**src/rtl/irq_presenter_pkg.sv**
```systemverilog
package irq_presenter_pkg;
  localparam int SRC_W  = 24;
  localparam int PRI_W  = 8;
  localparam int WORD_W = SRC_W + PRI_W;

  typedef logic [SRC_W-1:0] src_t;
  typedef logic [PRI_W-1:0] pri_t;

  localparam pri_t PRI_IDLE = '1;

  typedef enum logic [1:0] {
    OP_CLAIM = 2'd0,
    OP_THRESH = 2'd1,
    OP_IPIPRI = 2'd2,
    OP_EOI = 2'd3
  } op_e;

  typedef struct packed {
    pri_t thresh;
    pri_t ipi_pri;
    pri_t pend_pri;
    src_t pend_src;
    logic need_resend;
  } ipr_state_t;

  localparam ipr_state_t STATE_RESET = '{
    thresh: '0, ipi_pri: PRI_IDLE, pend_pri: PRI_IDLE,
    pend_src: '0, need_resend: 1'b0};
endpackage

```
**src/rtl/ipr_offer_eval.sv**
```systemverilog
module ipr_offer_eval
  import irq_presenter_pkg::*;
(
  input  ipr_state_t st,
  input  pri_t       pri,
  output logic       take
);
  // An offer must beat every priority currently in force.
  always_comb begin
    take = (pri < st.thresh) && (pri < st.ipi_pri) && (pri < st.pend_pri);
  end
endmodule

```
**src/rtl/ipr_op_unit.sv**
```systemverilog
module ipr_op_unit
  import irq_presenter_pkg::*;
#(
  parameter int IPI_SRC = 2
) (
  input  ipr_state_t        st,
  input  logic              op_valid,
  input  logic [1:0]        op_code,
  input  logic [WORD_W-1:0] op_data,
  output ipr_state_t        nx,
  output logic              rd_valid,
  output logic [WORD_W-1:0] rd_data,
  output src_t              rej_src,
  output logic              resend,
  output logic              eoi_valid,
  output src_t              eoi_src
);
  localparam src_t IPI_ID = src_t'(IPI_SRC);

  pri_t val;
  src_t arg_src;
  logic lower;

  assign val     = op_data[WORD_W-1:SRC_W];
  assign arg_src = op_data[SRC_W-1:0];

  always_comb begin
    nx        = st;
    rd_valid  = 1'b0;
    rd_data   = '0;
    rej_src   = '0;
    resend    = 1'b0;
    eoi_valid = 1'b0;
    eoi_src   = '0;
    lower     = 1'b0;
    if (op_valid) begin
      unique case (op_e'(op_code))
        OP_CLAIM: begin
          rd_valid = 1'b1;
          rd_data  = {st.thresh, st.pend_src};
          if (st.pend_src != '0) begin
            nx.thresh   = st.pend_pri;
            nx.pend_pri = PRI_IDLE;
            nx.pend_src = '0;
          end
        end
        OP_IPIPRI: begin
          nx.ipi_pri = val;
          if ((val < st.thresh) && (val <= st.pend_pri)) begin
            rej_src     = st.pend_src;
            nx.pend_pri = val;
            nx.pend_src = IPI_ID;
          end
          if (val > st.ipi_pri) begin
            resend         = st.need_resend;
            nx.need_resend = 1'b0;
          end
        end
        OP_THRESH: begin
          if (val < st.thresh) begin
            nx.thresh = val;
            if (val <= st.pend_pri) begin
              rej_src     = st.pend_src;
              nx.pend_src = '0;
              nx.pend_pri = PRI_IDLE;
            end
          end else if (val > st.thresh) begin
            lower = 1'b1;
          end
        end
        OP_EOI: begin
          lower     = 1'b1;
          eoi_valid = (arg_src != IPI_ID);
          eoi_src   = arg_src;
        end
        default: ;
      endcase
    end
    // Threshold relaxation shared by threshold raise and end of interrupt.
    if (lower) begin
      nx.thresh = val;
      if ((st.ipi_pri < val) && (st.ipi_pri <= st.pend_pri)) begin
        nx.pend_pri = st.ipi_pri;
        nx.pend_src = IPI_ID;
      end
      resend         = st.need_resend;
      nx.need_resend = 1'b0;
    end
  end
endmodule

```
**src/rtl/ipr_state_reg.sv**
```systemverilog
module ipr_state_reg
  import irq_presenter_pkg::*;
(
  input  logic       clk,
  input  logic       rst_n,
  input  logic       en,
  input  ipr_state_t d,
  output ipr_state_t q
);
  always_ff @(posedge clk or negedge rst_n) begin
    if (!rst_n)  q <= STATE_RESET;
    else if (en) q <= d;
  end
endmodule

```
**src/rtl/irq_presenter.sv**
```systemverilog
module irq_presenter
  import irq_presenter_pkg::*;
#(
  parameter int IPI_SRC = 2
) (
  input  logic        clk,
  input  logic        rst_n,
  input  logic        offer_valid,
  input  logic [23:0] offer_src,
  input  logic [7:0]  offer_pri,
  input  logic        op_valid,
  input  logic [1:0]  op_code,
  input  logic [31:0] op_data,
  output logic        offer_ack,
  output logic        offer_nak,
  output logic        rej_valid,
  output logic [23:0] rej_src,
  output logic        rd_valid,
  output logic [31:0] rd_data,
  output logic        resend_req,
  output logic        eoi_valid,
  output logic [23:0] eoi_src,
  output logic        irq_out
);
  localparam src_t IPI_ID = src_t'(IPI_SRC);

  ipr_state_t st_q, st_op, st_d;
  logic              op_rd_v, op_resend, op_eoi_v, take, step_en;
  logic [WORD_W-1:0] op_rd;
  src_t              op_rej, op_eoi_src, rej_raw;
  logic              ack_d, nak_d, rej_v_d;

  ipr_op_unit #(.IPI_SRC(IPI_SRC)) u_op (
    .st(st_q), .op_valid(op_valid), .op_code(op_code), .op_data(op_data),
    .nx(st_op), .rd_valid(op_rd_v), .rd_data(op_rd), .rej_src(op_rej),
    .resend(op_resend), .eoi_valid(op_eoi_v), .eoi_src(op_eoi_src)
  );

  ipr_offer_eval u_eval (.st(st_q), .pri(offer_pri), .take(take));

  // Operation wins a shared cycle; the offer is then refused.
  always_comb begin
    st_d    = st_op;
    ack_d   = 1'b0;
    nak_d   = 1'b0;
    rej_raw = op_rej;
    if (offer_valid) begin
      if (!op_valid && take) begin
        ack_d         = 1'b1;
        rej_raw       = st_q.pend_src;
        st_d.pend_src = offer_src;
        st_d.pend_pri = offer_pri;
      end else begin
        nak_d            = 1'b1;
        st_d.need_resend = 1'b1;
      end
    end
    rej_v_d = (rej_raw != '0) && (rej_raw != IPI_ID);
  end

  assign step_en = op_valid | offer_valid;

  ipr_state_reg u_state (.clk(clk), .rst_n(rst_n), .en(step_en), .d(st_d), .q(st_q));

  always_ff @(posedge clk or negedge rst_n) begin
    if (!rst_n) begin
      offer_ack  <= 1'b0;
      offer_nak  <= 1'b0;
      rej_valid  <= 1'b0;
      rd_valid   <= 1'b0;
      resend_req <= 1'b0;
      eoi_valid  <= 1'b0;
    end else begin
      offer_ack  <= ack_d;
      offer_nak  <= nak_d;
      rej_valid  <= rej_v_d;
      rd_valid   <= op_rd_v;
      resend_req <= op_resend;
      eoi_valid  <= op_eoi_v;
    end
  end

  always_ff @(posedge clk or negedge rst_n) begin
    if (!rst_n) begin
      rej_src <= '0;
      rd_data <= '0;
      eoi_src <= '0;
    end else begin
      if (rej_v_d)  rej_src <= rej_raw;
      if (op_rd_v)  rd_data <= op_rd;
      if (op_eoi_v) eoi_src <= op_eoi_src;
    end
  end

  assign irq_out = (st_q.pend_src != '0) && (st_q.pend_pri < st_q.thresh);
endmodule

```
**config.mk**
```make
export PLATFORM = sky130hd
export DESIGN_NAME = irq_presenter
export DESIGN_NICKNAME = d
export VERILOG_FILES = /design/src/rtl/irq_presenter_pkg.sv /design/src/rtl/ipr_offer_eval.sv /design/src/rtl/ipr_op_unit.sv /design/src/rtl/ipr_state_reg.sv /design/src/rtl/irq_presenter.sv
export SDC_FILE = /design/constraint.sdc
export NUM_CORES = 1
export LEC_CHECK = 0
export ABC_AREA = 1
export BUFFER_PORTS_ARGS = -buffer_cell sky130_fd_sc_hd__buf_2
export CAP_MARGIN = 10
export CORE_MARGIN = 2
export CORE_UTILIZATION = 56
export DETAILED_ROUTE_END_ITERATION = 16
export PLACE_DENSITY = 0.83
export SLEW_MARGIN = 25
export SYNTH_ARGS = -nofsm -noshare
export SYNTH_HDL_FRONTEND = slang
export SYNTH_SLANG_ARGS = --single-unit
```
**constraint.sdc**
```tcl
create_clock -name clk -period 2.9 [get_ports clk]
set_clock_uncertainty 0.15 [all_clocks]
set_input_delay 0.58 -clock clk [delete_from_list [all_inputs] [get_ports clk]]
set_output_delay 0.58 -clock clk [all_outputs]
set_load 0.01 [all_outputs]
```
==> run_results.csv <==
group,metric,value,unit
worst_setup_path,r2r_setup_slack,10,ps
logic_synthesis,ys.flop_type,"dfrtp_1",
clock_tree,clock_path_buffers,2,
pwr,ir_drop,0.453,mV
global_routing,grt_antenna_before_repair,0,
placed_design,hpwl,16700,um
logic_synthesis,synth_top_family_by_area,"simple AND/OR/NAND/NOR gates",
placed_design,place_congestion,0.944,
cells_and_area,fin_cells,1459,
sta,rsz0062_at_grt,"yes",
logic_synthesis,synthesis.nets,1192,
worst_setup_path,cp-end-kind,"flop",
sta,setup_violations,0,
die,std_cell_rows,44,
sta,finalWorstSetupSlack,13.2,ps
route,totalWireLength,24100,um
sta,whs,66.6,ps
route,wl_per_cell,16.5,um
worst_setup_path,worstReg2RegEnd,"rej_src[3]$_DFFE_PN0P_",
worst_hold_path,hp-class,"in -> async",
logic_synthesis,yosys.area.top_type,"dfrtp_1",
logic_synthesis,netlist_instances,1058,
worst_setup_path,crit_path_start,"u_state.q[30]$_DFFE_PN1N_",
logic_synthesis,ys_types,41,
clock_tree,numCtsBuffers,17,
die,die_area,15600,um^2
logic_synthesis,synth.top_cell.area_share,36.4,%
sta,max_freq,346,MHz
route,drt_iter0_drc,915,
logic_synthesis,synth-xor-area-share,0,%
logic_synthesis,synth_compound_area_share,14.0,%
cells_and_area,nets,1396,
route,dr.pass1.iters,6,
logic_synthesis,avgSynthCellArea,7.74,um^2
route,num_vias,8368,
logic_synthesis,synthAdderAreaFrac,9.78,%
route,drt.antenna.violating_nets,0,
logic_synthesis,synth_seq_cells,135,
cells_and_area,drive_gt1_share,26.0,%
die,die_x,125,um
logic_synthesis,synth_seq_area_share,41.5,%
die,coreArea,14400,um^2
global_routing,grt_overflow_total,0,
logic_synthesis,async_reset_ff_share,100,%
cells_and_area,area_delta_synth_final,26.7,%
placed_design,port_buffers,156,
worst_setup_path,r2r-start,"u_state.q[30]$_DFFE_PN1N_",
worst_setup_path,crit_end,"rej_src[3]$_DFFE_PN0P_",
logic_synthesis,syn_area,8190,um^2
logic_synthesis,yosysWarningCount,0,
sta,hold_violations,0,
worst_setup_path,reg2reg_depth,17,
clock_tree,insertion_delay,430,ps
sta,slew_headroom,42.8,%
logic_synthesis,synth-edff-count,0,
die,start_util,56.8,%
die,die_h,125,um
clock_tree,clkSlewWorstSetupHoldPaths,60,ps
worst_setup_path,startpoint_type,"flop",
worst_setup_path,crit_fanout,13,
clock_tree,root_buffer,"clkbuf_16",
sta,slew_violations,0,
flow_run,max-cap-violations,0,
cells_and_area,nFillCells,1092,
worst_setup_path,worstSetupPathType,"reg -> reg",
global_routing,grt_max_degree,89,
worst_setup_path,critical_path_required,3120,ps
global_routing,grt_pass1_wl,37900,um
route,vias_per_cell,5.74,
logic_synthesis,synth_mux_area_share,0,%
clock_tree,cts.sinks,135,
clock_tree,cts_tree,"done",
die,io_pins,157,
run_status,status,"completed",
placed_design,postPlaceCellArea,9460,um^2
pwr,power_leakage,5.63,nW
route,remaining_drc_errors,0,
cells_and_area,stdcell_area,10400,um^2
sta,fin_crit_sh,99.5,%
placed_design,dp_slack,-25.5,ps
logic_synthesis,synth-simple-area-share,25.8,%
cells_and_area,n_antenna_cell,0,
global_routing,grt_pass1_vias,7810,
pwr,powerDensity,789,nW/um^2
sta,post-route-min-period,2890,ps
worst_setup_path,cp.arrival,3100,ps
logic_synthesis,synth_top_cells_by_area,"dfrtp_1, nand2_1, ha_1",
global_routing,groute.usage.overall,30.1,%
sta,worst_slew_pin_slew,858,ps
clock_tree,htree_levels,4,
placed_design,placed_cells,1410,
==> per-stage QoR <==
stage / TNS [ps] / power, mW / util (%)
floorplan: 0 / 4.58 / -
global placement: 0 / 5.59 / 65.6
detailed placement: -216 / 5.70 / 65.6
CTS: 0 / 7.89 / 69.7
global route: -2200 / 8.71 / 72.0
finish: 0 / 8.19 / 72.0
==> logic make-up after synthesis <==
logic type / after synthesis
compound gates: 212
simple gates: 478
fa+ha+maj: 64
flops: 135
buf+inv: 169
==> where the power goes <==
part | leakage [nW] | switching (mW) | internal (mW) | total [mW]
Sequential | 1.68 | 0.440 | 2.39 | 2.83
Clock | 0.282 | 0.867 | 1.30 | 2.16
Combinational | 3.67 | 1.88 | 1.32 | 3.20
==> metal layers <==
| metal | global-route usage (%) | wire [um] |
|---|---|---|
| met5 | 0 | 0 |
| met4 | 13.7 | 947 |
| met3 | 6.12 | 2210 |
| met2 | 47.4 | 11100 |
| met1 | 40.4 | 9830 |
==> sequential cells by signal, summed over array words and instances (netlist names) <==
register    count
u_state.q      49
rd_data        32
eoi_src        24
rej_src        24
eoi_valid       1
offer_ack       1
offer_nak       1
rd_valid        1
rej_valid       1
resend_req      1
==> worst min-delay path by stage <==
stage	end	slack (ps)	cells after the start
6_report	rd_data[25]$_DFFE_PN0P_	70	1
5_1_grt	rd_data[24]$_DFFE_PN0P_	120	1
4_1_cts	rd_data[25]$_DFFE_PN0P_	110	1
3_5_place_dp	eoi_src[15]$_DFFE_PN0P_	310	2
3_3_place_gp	rd_data[1]$_DFFE_PN0P_	310	2
2_1_floorplan	eoi_src[0]$_DFFE_PN0P_	130	0
==> cells in the final DEF, fill, tap and decap left out, types with 4 or more instances in the layout <==
cell type | synthesis | routed
nand2_1 | 251 | 247
buf_2 | 7 | 155
dfrtp_1 | 119 | 119
inv_1 | 117 | 111
nor2_1 | 107 | 103
o21ai_0 | 104 | 103
a21oi_1 | 66 | 64
buf_4 | 6 | 64
ha_1 | 64 | 58
nand4_1 | 48 | 48
nand3_1 | 37 | 35
clkbuf_16 | 0 | 18
dfstp_2 | 16 | 16
a31oi_1 | 16 | 15
nand2_2 | 7 | 8
nor2_2 | 2 | 7
buf_12 | 0 | 7
inv_2 | 1 | 6
nor4_1 | 6 | 6
nand3b_1 | 6 | 6
a22oi_1 | 6 | 6
ha_4 | 0 | 6
clkinvlp_4 | 0 | 5
buf_6 | 9 | 5
o211ai_1 | 4 | 4
nand2_4 | 1 | 4
o22ai_1 | 4 | 4
==> layout make-up <==
class                      instances  area, um^2  area share [%]
multi-input combinational        755        4220            40.7
sequential                       135        3400            32.7
timing repair buffer             232        1480            14.2
inverter                         121         462            4.45
clock buffer                      19         443            4.27
tap                              184         230            2.22
clock inverter                    13         148            1.42
==> synthesized netlist by cell type, types with 9 or more instances <==
master and n:
a21oi_1 66, a31oi_1 16, buf_6 9, clkbuf_1 25, dfrtp_1 119, dfstp_2 16, ha_1 64, inv_1 117
nand2_1 251, nand3_1 37, nand4_1 48, nor2_1 107, o21ai_0 104
==> repair_timing <==
action,4_1_cts,5_1_grt
gates cloned,0,2
hold buffers,0,0
buffers inserted,0,15
resized for setup,1,36
pin swaps,0,15
endpoints found under the setup margin,1,58
==> worst max-delay path, cell delays in order, from the launching register on <==
cell and delay [ps]:
dfstp_2 570, clkinvlp_4 180, ha_4 310, nand2_1 70, nor2_2 120, nand2_1 80
nand2_1 110, nand2_4 100, buf_12 160, nand4_1 60, nand2_1 110, nor2_1 130
nand2_1 100, nor2_4 130, buf_12 130, clkbuf_16 130, nand4_1 100, nand2_1 70
Note: power is estimated with default switching activity, not from simulation.
